## config.mk

```make
export PLATFORM = sky130hd
export DESIGN_NAME = insn_ctrl_decoder
export DESIGN_NICKNAME = d
export VERILOG_FILES = /design/src/rtl/insn_ctrl_decoder.sv
export SDC_FILE = /design/constraint.sdc
export NUM_CORES = 1
export LEC_CHECK = 0
export BUFFER_PORTS_ARGS = -buffer_cell sky130_fd_sc_hd__buf_2
export CELL_PAD_IN_SITES_DETAIL_PLACEMENT = 0
export CELL_PAD_IN_SITES_GLOBAL_PLACEMENT = 2
export CORE_ASPECT_RATIO = 0.9
export CORE_MARGIN = 1
export CORE_UTILIZATION = 12
export DETAILED_ROUTE_END_ITERATION = 10
export PLACE_DENSITY_LB_ADDON = 0.1
export SLEW_MARGIN = 20
export SYNTH_ARGS = -nofsm -noshare
export SYNTH_HDL_FRONTEND = slang
export SYNTH_SLANG_ARGS = --single-unit
```

## constraint.sdc

```tcl
create_clock -name vclk -period 2.3
set_input_delay 0.23 -clock vclk [all_inputs]
set_output_delay 0.23 -clock vclk [all_outputs]
set_load 0.005 [all_outputs]
```

## src/rtl/insn_ctrl_decoder.sv

```systemverilog
module insn_ctrl_decoder #(
  parameter int NUM_W  = 3,
  parameter int CTRL_W = 6
) (
  input  logic [31:0]       instr_word,
  output logic              insn_valid,
  output logic [NUM_W-1:0]  insn_num,
  output logic [CTRL_W-1:0] ctrl_word,
  output logic              reg_write,
  output logic [2:0]        alu_op,
  output logic              alu_bsrc,
  output logic              mem_to_reg
);
  localparam int NDET = 4;
  localparam logic [6:0] OPC_ALU_IMM = 7'b0010011;
  localparam logic [6:0] OPC_ALU_REG = 7'b0110011;
  localparam logic [6:0] OPC_LOAD    = 7'b0000011;
  localparam logic [6:0] F7_BASE     = 7'b0000000;
  localparam logic [6:0] F7_ALT      = 7'b0100000;

  logic [6:0] opc, f7;
  logic [2:0] f3;
  logic [NDET-1:0] hit;

  assign opc = instr_word[6:0];
  assign f3  = instr_word[14:12];
  assign f7  = instr_word[31:25];

  assign hit[0] = (opc == OPC_ALU_IMM) && (f3 == 3'b000);
  assign hit[1] = (opc == OPC_ALU_REG) && (f3 == 3'b000) && (f7 == F7_BASE);
  assign hit[2] = (opc == OPC_ALU_REG) && (f3 == 3'b000) && (f7 == F7_ALT);
  assign hit[3] = (opc == OPC_LOAD)    && (f3 == 3'b010);

  function automatic logic [CTRL_W-1:0] ctrl_table(input logic [NUM_W-1:0] idx);
    case (idx)
      NUM_W'(0): ctrl_table = CTRL_W'(6'b010001);
      NUM_W'(1): ctrl_table = CTRL_W'(6'b010000);
      NUM_W'(2): ctrl_table = CTRL_W'(6'b010010);
      NUM_W'(3): ctrl_table = CTRL_W'(6'b110001);
      default:   ctrl_table = '0;
    endcase
  endfunction

  always_comb begin
    insn_num   = '0;
    insn_valid = 1'b0;
    for (int i = NDET - 1; i >= 0; i--) begin
      if (hit[i]) begin
        insn_num   = NUM_W'(i);
        insn_valid = 1'b1;
      end
    end
  end

  assign ctrl_word  = insn_valid ? ctrl_table(insn_num) : '0;
  assign alu_bsrc   = ctrl_word[0];
  assign alu_op     = ctrl_word[3:1];
  assign reg_write  = ctrl_word[4];
  assign mem_to_reg = ctrl_word[5];
endmodule

```

==> metrics.cfg <==
[power]
total_power_mw=0.0334
irDropWorstVdd_mv=0.0273
p_leak_nw=0.206
power_density_nw_per_um2=85.3

[layout]
final_nets=92
fillers=238
antenna_cells=0
area_delta_synth_final_pct=47.6
drive_gt1_share_pct=61.4
seq_area_um2=0
clockBufferCount=0
seq_cell_count=0

[clock_network]
hold_buffers=0
cts-resized-gates=0
cts_setup_buffers=0

[place]
place_congestion=0.634
io_buffers=28
dpl.hpwl_um=656

[yosys]
synth_commonest_cells=9 x buf_4, 4 x a21oi_1, 2 x inv_1, 2 x nand4_1, 2 x nor2_1
synth_top_cell_area_share_pct=25.5
yosysMostFrequentCell=buf_4
ys_warn_count=0
syn_inst=33
netlist_top_cells_area=buf_4 25%, nor4b_4 9.0%, nor4_4 8.0%
synth_area_um2=265
yosysTopAreaCell=buf_4
yosysUniqueCellTypes=19
syn_avg_cell_area_um2=8.04
ys_seq_area_share_pct=0

[detailed_routing]
drt-vias-per-instance=3.61
vias=296
dr.pass1.iters=1
wl_per_cell_um=8.33
drtIter0Drc=0
drc=0
wirelength_um=683
ant_nets=0

[outcome]
status=finished clean

[flow_run]
timing.max_cap.violations=0

[global_routing]
gr-total-overflow=0
grt_first_pass_wirelength_um=966
grt_usage_pct=5.15
grt_max_degree=7
grt_pass1_vias=243
antenna_found_initial=0

[timing]
timing.final.crit_share_pct=87.0
finalSetupTns_ps=0
setup_viol=0
slew_violations=0
hold_viol=0
min_period_ps=2000
rsz0062_at_grt=false
max_freq_mhz=500

[floorplan]
row_count=15
io_pins=48
die_h_um=46.6
die_w_um=51.6
initial_core_util_pct=13.3
design.core.area_um2=1990
dieArea_um2=2400

[setup_path]
cp.required_ps=2070
end_kind=output port
startpoint_type=input pin
crit_type=input pin to output port
cp_max_fo=4
worstPathArrival_ps=1770

[min_path]
hp-class=input pin to output port

-- power by group --
group | internal [mW] | switching [mW]
Combinational | 0.0158 | 0.0176
Clock | 0 | 0
Sequential | 0 | 0
-- critical path, cell delays in order --
cell      delay (ps)
buf_2            130
nor4b_4          370
nand4_1          170
a21o_1           210
ha_1             260
inv_1             40
a211oi_2         210
buf_2            150
-- cells in the final DEF, fill, tap and decap left out, drive strengths merged --
| cell | netlist | final |
|---|---|---|
| nor4 | 2 | 2 |
| conb | 1 | 5 |
| inv | 2 | 2 |
| nand4b | 1 | 1 |
| nand4 | 2 | 2 |
| nor2 | 2 | 2 |
| a21o | 1 | 1 |
| a211oi | 1 | 1 |
| ha | 1 | 1 |
| a21oi | 4 | 4 |
| nand3 | 1 | 1 |
| buf | 9 | 29 |
| nor4b | 1 | 1 |
| xor2 | 1 | 1 |
| nand2 | 1 | 1 |
| nand2b | 1 | 1 |
| nor3 | 1 | 1 |
| o211ai | 1 | 1 |
-- through the flow --
stage | utilization [%] | worst slack [ps] | cells | instance area [µm²] | hold slack (ps)
3_5_place_dp | 19.7 | 257 | 82 | 392 | 820
4_1_cts | 19.7 | 253 | 82 | 392 | 822
3_3_place_gp | 19.7 | 255 | 82 | 392 | 832
2_1_floorplan | - | 476 | 37 | 280 | 567
5_1_grt | 19.7 | 189 | 82 | 392 | 836
6_report | 19.7 | 300 | 82 | 392 | 819
-- kinds of logic (layout without fill, tap and decap cells) --
| kind of cell | count (synthesis) | in the layout | synth area share (%) |
|---|---|---|---|
| adder cells (fa/ha/maj) | 1 | 1 | 4.72 |
| buffers and inverters | 11 | 31 | 28.3 |
| other | 1 | 5 | 1.41 |
| AND/OR/NAND/NOR | 12 | 12 | 44.3 |
| XOR/XNOR | 1 | 1 | 3.30 |
| AO/OA/AOI/OAI | 7 | 7 | 17.9 |
-- path summary, 6_finish.rpt --
kind      startpoint      endpoint  slack (ps)  cells past startpoint
max   instr_word[13]      alu_bsrc         300                      8
min   instr_word[30]  ctrl_word[1]         820                      4
-- layout make-up --
class                           instances  area, µm²  area share (%)
Inverter                                2       7.51            1.92
Multi-Input combinational cell         26        205            52.4
Tap cell                               25       31.3            7.99
Timing Repair Buffer                   29        148            37.7
-- routing by layer --
layer | vias to the layer above | GRT usage, % | part of all wire [%]
met5 | - | 0 | 0
met4 | 0 | 0 | 0
met3 | 0 | 0.660 | 9.5
met2 | 14 | 9.61 | 49
met1 | 127 | 6.70 | 42
li1 | 155 | - | -
No activity file was read; power rests on OpenSTA's default activity.
